$ cat src/rtl/pxtag_pkg.sv
package pxtag_pkg;

   // Index width for a one-of-n selection; never zero.
   function automatic int idx_w(input int n);
      return (n > 1) ? $clog2(n) : 1;
   endfunction

   typedef enum logic {
      MODE_REAL  = 1'b0,
      MODE_XLATE = 1'b1
   } xmode_e;

   // Address nibble that marks an uncached real-mode access.
   localparam logic [3:0] IO_NIBBLE = 4'hC;

endpackage

$ cat src/rtl/pxtag_pick.sv
module pxtag_pick
   import pxtag_pkg::*;
#(
   parameter int W = 2
) (
   input  logic [W-1:0]           req,
   output logic [W-1:0]           onehot,
   output logic [idx_w(W)-1:0]    idx,
   output logic                   any
);

   localparam int IW = idx_w(W);

   generate
      if (W < 1) begin : g_bad_w
         $error("pxtag_pick: W must be at least 1");
      end
   endgenerate

   // Lowest set request wins: scan from the top so the last write stands.
   always_comb begin
      onehot = '0;
      idx    = '0;
      any    = 1'b0;
      for (int i = W - 1; i >= 0; i--) begin
         if (req[i]) begin
            onehot    = '0;
            onehot[i] = 1'b1;
            idx       = IW'(i);
            any       = 1'b1;
         end
      end
   end

   always_comb begin

      pick_onehot_chk : assert ($onehot0(onehot))
         else $error("pick produced a multi-hot vector");

      pick_covers_req_chk : assert ((onehot & ~req) == '0)
         else $error("pick selected an unrequested bit");
   end

endmodule

$ cat src/rtl/pxtag_tlbcmp.sv
module pxtag_tlbcmp #(
   parameter int TLB_WAYS = 2,
   parameter int VTAG_W   = 46
) (
   input  logic [VTAG_W-1:0]          va_tag,
   input  logic [TLB_WAYS-1:0]        tlb_valid,
   input  logic [TLB_WAYS*VTAG_W-1:0] tlb_vtag,
   output logic [TLB_WAYS-1:0]        way_match
);

   generate
      if (TLB_WAYS < 1 || VTAG_W < 1) begin : g_bad_cfg
         $error("pxtag_tlbcmp: TLB_WAYS and VTAG_W must be positive");
      end
      for (genvar t = 0; t < TLB_WAYS; t++) begin : g_way
         assign way_match[t] = tlb_valid[t] &&
                               (tlb_vtag[t*VTAG_W +: VTAG_W] == va_tag);
      end
   endgenerate

   always_comb begin

      tlb_valid_gate_chk : assert ((way_match & ~tlb_valid) == '0)
         else $error("invalid TLB way reported a match");
   end

endmodule

$ cat src/rtl/pxtag_xcmp.sv
module pxtag_xcmp #(
   parameter int TLB_WAYS   = 2,
   parameter int CACHE_WAYS = 2,
   parameter int TAG_W      = 44
) (
   input  logic [TLB_WAYS*TAG_W-1:0]      xtag,
   input  logic [CACHE_WAYS*TAG_W-1:0]    ctag,
   output logic [TLB_WAYS*CACHE_WAYS-1:0] grid
);

   generate
      if (TLB_WAYS < 1 || CACHE_WAYS < 1 || TAG_W < 1) begin : g_bad_cfg
         $error("pxtag_xcmp: all dimensions must be positive");
      end
      // One comparator per (TLB way, cache way) pair; row t holds TLB way t.
      for (genvar t = 0; t < TLB_WAYS; t++) begin : g_row
         for (genvar c = 0; c < CACHE_WAYS; c++) begin : g_col
            assign grid[t*CACHE_WAYS + c] =
               (xtag[t*TAG_W +: TAG_W] == ctag[c*TAG_W +: TAG_W]);
         end
      end
   endgenerate

endmodule

$ cat src/rtl/pxtag_rcmp.sv
module pxtag_rcmp #(
   parameter int CACHE_WAYS = 2,
   parameter int TAG_W      = 44
) (
   input  logic [TAG_W-1:0]            rtag,
   input  logic [CACHE_WAYS*TAG_W-1:0] ctag,
   output logic [CACHE_WAYS-1:0]       match
);

   generate
      if (CACHE_WAYS < 1 || TAG_W < 1) begin : g_bad_cfg
         $error("pxtag_rcmp: dimensions must be positive");
      end
      for (genvar c = 0; c < CACHE_WAYS; c++) begin : g_way
         assign match[c] = (ctag[c*TAG_W +: TAG_W] == rtag);
      end
   endgenerate

endmodule

$ cat src/rtl/pxtag_hit.sv
module pxtag_hit
   import pxtag_pkg::*;
#(
   parameter int CACHE_WAYS = 2,
   parameter int TLB_WAYS   = 2,
   parameter int EA_W       = 64,
   parameter int RA_W       = 56,
   parameter int PG_BITS    = 12,
   parameter int TSET_BITS  = 6,
   parameter int TAG_LSB    = 12,
   localparam int EPN_W     = EA_W - PG_BITS,
   localparam int VTAG_W    = EPN_W - TSET_BITS,
   localparam int RPN_W     = RA_W - PG_BITS,
   localparam int TAG_W     = RA_W - TAG_LSB,
   localparam int WAY_W     = idx_w(CACHE_WAYS)
) (
   input  logic                           xlate_en,
   input  logic [EPN_W-1:0]               ea_page,
   input  logic [TLB_WAYS-1:0]            tlb_valid,
   input  logic [TLB_WAYS*VTAG_W-1:0]     tlb_vtag,
   input  logic [TLB_WAYS*RPN_W-1:0]      tlb_rpn,
   input  logic [CACHE_WAYS-1:0]          cache_valid,
   input  logic [CACHE_WAYS*TAG_W-1:0]    cache_tag,
   output logic [CACHE_WAYS-1:0]          hit_vec,
   output logic [WAY_W-1:0]               hit_way,
   output logic                           hit,
   output logic                           inhibit,
   output logic                           tlb_miss
);

   // Bit positions of address bits 31..28 inside ea_page.
   localparam int IO_HI  = 31 - PG_BITS;
   localparam int IO_LO  = 28 - PG_BITS;
   // Tag slices, relative to the page number.
   localparam int TAG_PLO = TAG_LSB - PG_BITS;
   localparam int RTAG_HI = RA_W - PG_BITS - 1;

   // Elaboration-time configuration checks.
   generate
      if (CACHE_WAYS < 1 || TLB_WAYS < 1) begin : g_bad_ways
         $error("pxtag_hit: way counts must be positive");
      end
      if (RA_W > EA_W) begin : g_bad_ra
         $error("pxtag_hit: RA_W must not exceed EA_W");
      end
      if (TAG_LSB < PG_BITS || TAG_LSB >= RA_W) begin : g_bad_tag
         $error("pxtag_hit: tag must lie above the page offset and below RA_W");
      end
      if (PG_BITS > 28 || EA_W < 32) begin : g_bad_io
         $error("pxtag_hit: address bits 31..28 must lie in ea_page");
      end
      if (VTAG_W < 1) begin : g_bad_vtag
         $error("pxtag_hit: TLB set index leaves no virtual tag");
      end
   endgenerate

   xmode_e mode;
   assign mode = xlate_en ? MODE_XLATE : MODE_REAL;

   // ---------------- TLB way match ----------------
   logic [TLB_WAYS-1:0] tlb_raw;
   logic [TLB_WAYS-1:0] tlb_sel;
   logic [idx_w(TLB_WAYS)-1:0] tlb_idx_unused;
   logic                tlb_any;

   pxtag_tlbcmp #(
      .TLB_WAYS (TLB_WAYS),
      .VTAG_W   (VTAG_W)
   ) u_tlbcmp (
      .va_tag    (ea_page[EPN_W-1:TSET_BITS]),
      .tlb_valid (tlb_valid),
      .tlb_vtag  (tlb_vtag),
      .way_match (tlb_raw)
   );

   pxtag_pick #(.W(TLB_WAYS)) u_tlb_pick (
      .req    (tlb_raw),
      .onehot (tlb_sel),
      .idx    (tlb_idx_unused),
      .any    (tlb_any)
   );

   // ---------------- Translated tags per TLB way ----------------
   logic [TLB_WAYS*TAG_W-1:0] xtag;

   generate
      for (genvar t = 0; t < TLB_WAYS; t++) begin : g_xtag
         if (TAG_PLO == 0) begin : g_full
            assign xtag[t*TAG_W +: TAG_W] = tlb_rpn[t*RPN_W +: RPN_W];
         end else begin : g_upper
            logic [RPN_W-1:0] rpn_t;
            assign rpn_t = tlb_rpn[t*RPN_W +: RPN_W];
            assign xtag[t*TAG_W +: TAG_W] = rpn_t[RPN_W-1:TAG_PLO];
         end
      end
   endgenerate

   // ---------------- Comparator grid and real-mode compare ----------------
   logic [TLB_WAYS*CACHE_WAYS-1:0] grid;
   logic [CACHE_WAYS-1:0]          rmatch;

   pxtag_xcmp #(
      .TLB_WAYS   (TLB_WAYS),
      .CACHE_WAYS (CACHE_WAYS),
      .TAG_W      (TAG_W)
   ) u_xcmp (
      .xtag (xtag),
      .ctag (cache_tag),
      .grid (grid)
   );

   pxtag_rcmp #(
      .CACHE_WAYS (CACHE_WAYS),
      .TAG_W      (TAG_W)
   ) u_rcmp (
      .rtag  (ea_page[RTAG_HI:TAG_PLO]),
      .ctag  (cache_tag),
      .match (rmatch)
   );

   // ---------------- Row select on the TLB hit way ----------------
   logic [CACHE_WAYS-1:0] xrow;

   always_comb begin
      xrow = '0;
      for (int t = 0; t < TLB_WAYS; t++) begin
         if (tlb_sel[t]) begin
            xrow = xrow | grid[t*CACHE_WAYS +: CACHE_WAYS];
         end
      end
   end

   // ---------------- Mode merge, qualification, final pick ----------------
   logic [CACHE_WAYS-1:0] cand;
   logic [CACHE_WAYS-1:0] qual;

   assign inhibit  = (mode == MODE_REAL) && (ea_page[IO_HI:IO_LO] == IO_NIBBLE);
   assign tlb_miss = (mode == MODE_XLATE) && !tlb_any;
   assign cand     = (mode == MODE_XLATE) ? xrow : rmatch;
   assign qual     = cand & cache_valid & {CACHE_WAYS{!inhibit}};

   pxtag_pick #(.W(CACHE_WAYS)) u_way_pick (
      .req    (qual),
      .onehot (hit_vec),
      .idx    (hit_way),
      .any    (hit)
   );

   always_comb begin

      miss_no_hit_chk : assert (!(tlb_miss && (hit_vec != '0)))
         else $error("cache hit reported on a TLB miss");

      real_no_miss_chk : assert (!(tlb_miss && !xlate_en))
         else $error("TLB miss reported in real mode");

      inhibit_no_hit_chk : assert (!(inhibit && hit))
         else $error("hit reported on an inhibited access");

      inhibit_real_only_chk : assert (!(inhibit && xlate_en))
         else $error("inhibit raised on a translated access");

      valid_hit_chk : assert ((hit_vec & ~cache_valid) == '0)
         else $error("hit on an invalid cache way");

      onehot_hit_chk : assert ($onehot0(hit_vec))
         else $error("hit vector has several bits set");

      hit_flag_chk : assert (hit == (hit_vec != '0))
         else $error("hit flag disagrees with hit vector");

      way_index_chk : assert (!hit || hit_vec[hit_way])
         else $error("hit_way does not point at the hit bit");
   end

endmodule

$ cat config.mk
export PLATFORM = sky130hd
export DESIGN_NAME = pxtag_hit
export DESIGN_NICKNAME = d
export VERILOG_FILES = /design/src/rtl/pxtag_pkg.sv /design/src/rtl/pxtag_pick.sv /design/src/rtl/pxtag_tlbcmp.sv /design/src/rtl/pxtag_xcmp.sv /design/src/rtl/pxtag_rcmp.sv /design/src/rtl/pxtag_hit.sv
export SDC_FILE = /design/constraint.sdc
export NUM_CORES = 1
export LEC_CHECK = 0
export ABC_CLOCK_PERIOD_IN_PS = 1950
export CORE_AREA = 2 2 128 130
export DETAILED_ROUTE_END_ITERATION = 6
export DIE_AREA = 0 0 130 132
export GPL_TIMING_DRIVEN = 0
export PLACE_DENSITY = 0.79
export SETUP_SLACK_MARGIN = 0.15
export SLEW_MARGIN = 25
export SYNTH_ARGS = -nofsm -noshare
export SYNTH_HDL_FRONTEND = slang
export SYNTH_SLANG_ARGS = --single-unit
$ cat constraint.sdc
create_clock -name vclk -period 1.95
set_input_delay 0.195 -clock vclk [all_inputs]
set_output_delay 0.195 -clock vclk [all_outputs]
set_load 0.02 [all_outputs]
==> results by group <==
Outcome
  • Status: finished with violations
  • Violated checks: negative setup slack

Drt
  • Initial DRT Pass Iterations: 4
  • Metal2 WL: 14400 µm
  • WL/cell: 25.9 µm
  • Initial DRC Count: 187
  • Via Count: 5312
  • Routed Antenna Nets: 0
  • Metal-1 WL: 10400 µm
  • DRC Markers: 0
  • Length of routed met3 wiring: 2120 µm
  • Via-to-Cell Ratio: 4.97
  • DR top layer: met5
  • Routed WL: 27700 µm

Global routing
  • Overall Global Routing Usage: 0.310
  • Pin count of the biggest net entering global routing: 7
  • Grt ovf: 0
  • Antenna violations before repair: 4
  • Vias in the first global route: 5853
  • First-pass GRT wire length: 38100 µm

Yosys
  • Post-Syn Instances: 539
  • Syn avg cell area: 7.76 µm²
  • Syn Nets: 864
  • Ys Warns: 0
  • Distinct cell type count after synthesis: 28
  • Synthesized cell area: 4190 µm²
  • Seq/Total Area, Yosys: 0

STA
  • Worst-Margin Slew: 0.412 ns
  • Worst rel slew slack: 0.723
  • Final setup TNS: -1.97 ns
  • Setup Viol. Count Final: 5
  • Final min period: 2.47 ns
  • Final worst slack: -0.518 ns
  • Post-route clock period utilization: 1.27
  • Slew Viols, Final: 0
  • RSZ-0062 raised after global routing: yes
  • Final Hold Fails: 0
  • Final hold slack: 0.946 ns
  • F_max: 405 MHz

Finish
  • Most common cell after layout, fill and taps aside: dlygate4sd2_1
  • Finished Layout Cells: 1068
  • Register Area: 0 µm²
  • Syn-to-layout area delta: 95.2%
  • Sequential cells: 0
  • Nets: 1176
  • Clkbuf count: 0
  • Layout cells sized above 1: 0.227
  • Fillers: 1586
  • Most frequent cells in the layout: 161 x dlygate4sd2_1, 154 x xnor2_1, 141 x xor2_1

Die
  • Initial Util: 0.266
  • IO Pins: 331
  • Die width: 130 µm
  • Die Ht: 132 µm
  • Full die area: 17200 µm²
  • Std-Cell Rows: 46
  • Core area: 15700 µm²

Pwr
  • Pwr Total: 1890 µW
  • Maximum VDD drop: 0.125 mV
  • Lkg Pwr: 0.00342 µW
  • PwrDens: 231 nW/µm²

Placed design
  • Post-DP HPWL: 24800 µm
  • DP Cell Count: 1057
  • Place WS: -1.58 ns
  • GP Congestion: 0.966
  • IO Port Bufs: 302

Hold path
  • Worst hold path class: input port to output pin

Setup path
  • Crit-path cells: clkbuf_16 -> xnor2_4 -> nand4_1 -> nor4_4 -> nand4_1 -> buf_6 -> o41ai_4 -> o21ai_2 -> nor2b_4 -> buf_6 -> buf_6
  • Crit path capture type: output pin
  • Crit path DAT: 2.27 ns
  • WS Path Type: input port to output pin
  • Worst path most repeated cell: buf_6
  • Largest stage delay on the critical path: 0.40 ns
  • Critical path's slowest cell: nor4_4
  • Worst endpoint required time: 1.75 ns
  • Max FO, Critical Path: 3
  • CP startpoint kind: input port

Run
  • Total of max-cap violations: 0
[worst paths after layout]
| path | startpoint | end | slack [ns] | cells past startpoint |
|---|---|---|---|---|
| worst min-delay path | xlate_en | tlb_miss | 0.95 | 3 |
| worst max-delay path | ea_page[31] | hit_vec[1] | -0.52 | 11 |
[area by class of cell]
class	count	area (µm²)	share of cell area
Inverter	11	43.8	0.00536
Multi-Input combinational cell	498	4810	0.589
Timing Repair Buffer	310	2800	0.343
Tap cell	216	270	0.0331
Antenna cell	3	7.51	0.000919
Buffer	30	241	0.0296
[stage by stage]
step / util / area, µm²
floorplan: - / 4260
global placement: 0.480 / 7550
detailed placement: 0.480 / 7550
CTS: 0.508 / 7980
global route: 0.520 / 8170
finish: 0.520 / 8170
[worst max-delay path, delay by kind of cell]
kind | cells | cell delay (ns)
compound gates | 2 | 0.48
xor+xnor | 1 | 0.15
buf+inv | 4 | 0.53
simple gates | 4 | 0.92
[synth_stat cells, drive strengths merged]
cell       n  share of area
and3       1         0.0018
a2111o     1         0.0027
nor2       2         0.0018
o41ai      2         0.0060
nor2b      5         0.0093
or4        1         0.0018
nand2b     9          0.013
nor4      52          0.086
inv       11         0.0099
nand4     55          0.082
xnor2    195           0.41
xor2     147           0.31
or2b       1         0.0018
nor3       2         0.0024
and4       1         0.0021
o221ai     3         0.0063
a221o      2         0.0048
clkbuf    29          0.026
o2111ai    3         0.0063
a31oi      2         0.0030
buf        1         0.0018
nand2      7         0.0063
o21ai      2         0.0024
nand3      5         0.0060
[power breakdown]
| part | internal (µW) | total, µW | leakage, µW | switching (µW) |
|---|---|---|---|---|
| clock | 0.000206 | 0.000206 | 0.0000000190 | 0 |
| sequential | 0 | 0 | 0 | 0 |
| combinational | 936 | 1890 | 0.00342 | 955 |
[cell families (layout without fill, tap and decap cells)]
group                     after synthesis  count (layout)  synth area share
and+or+nand+nor                       141             141             0.215
other                                   0               3                 0
buffers and inverters                  41             351            0.0377
AOI/OAI and AO/OA                      15              15            0.0314
xor gates and xnor gates              342             342             0.716
[routing by layer]
metal | vias to the layer above | track usage
met3 | 38 | 0.0459
met1 | 2516 | 0.363
met2 | 281 | 0.579
met4 | 2 | 0.0848
met5 | - | 0
li1 | 2475 | -
[timing repair]
item,4_1_cts,5_1_grt
pin swaps,138,73
gates resized for setup,469,131
hold buffers,0,0
buffers inserted,7,1
setup endpoints to repair,6,6
Power figures use the tool's default switching activity.
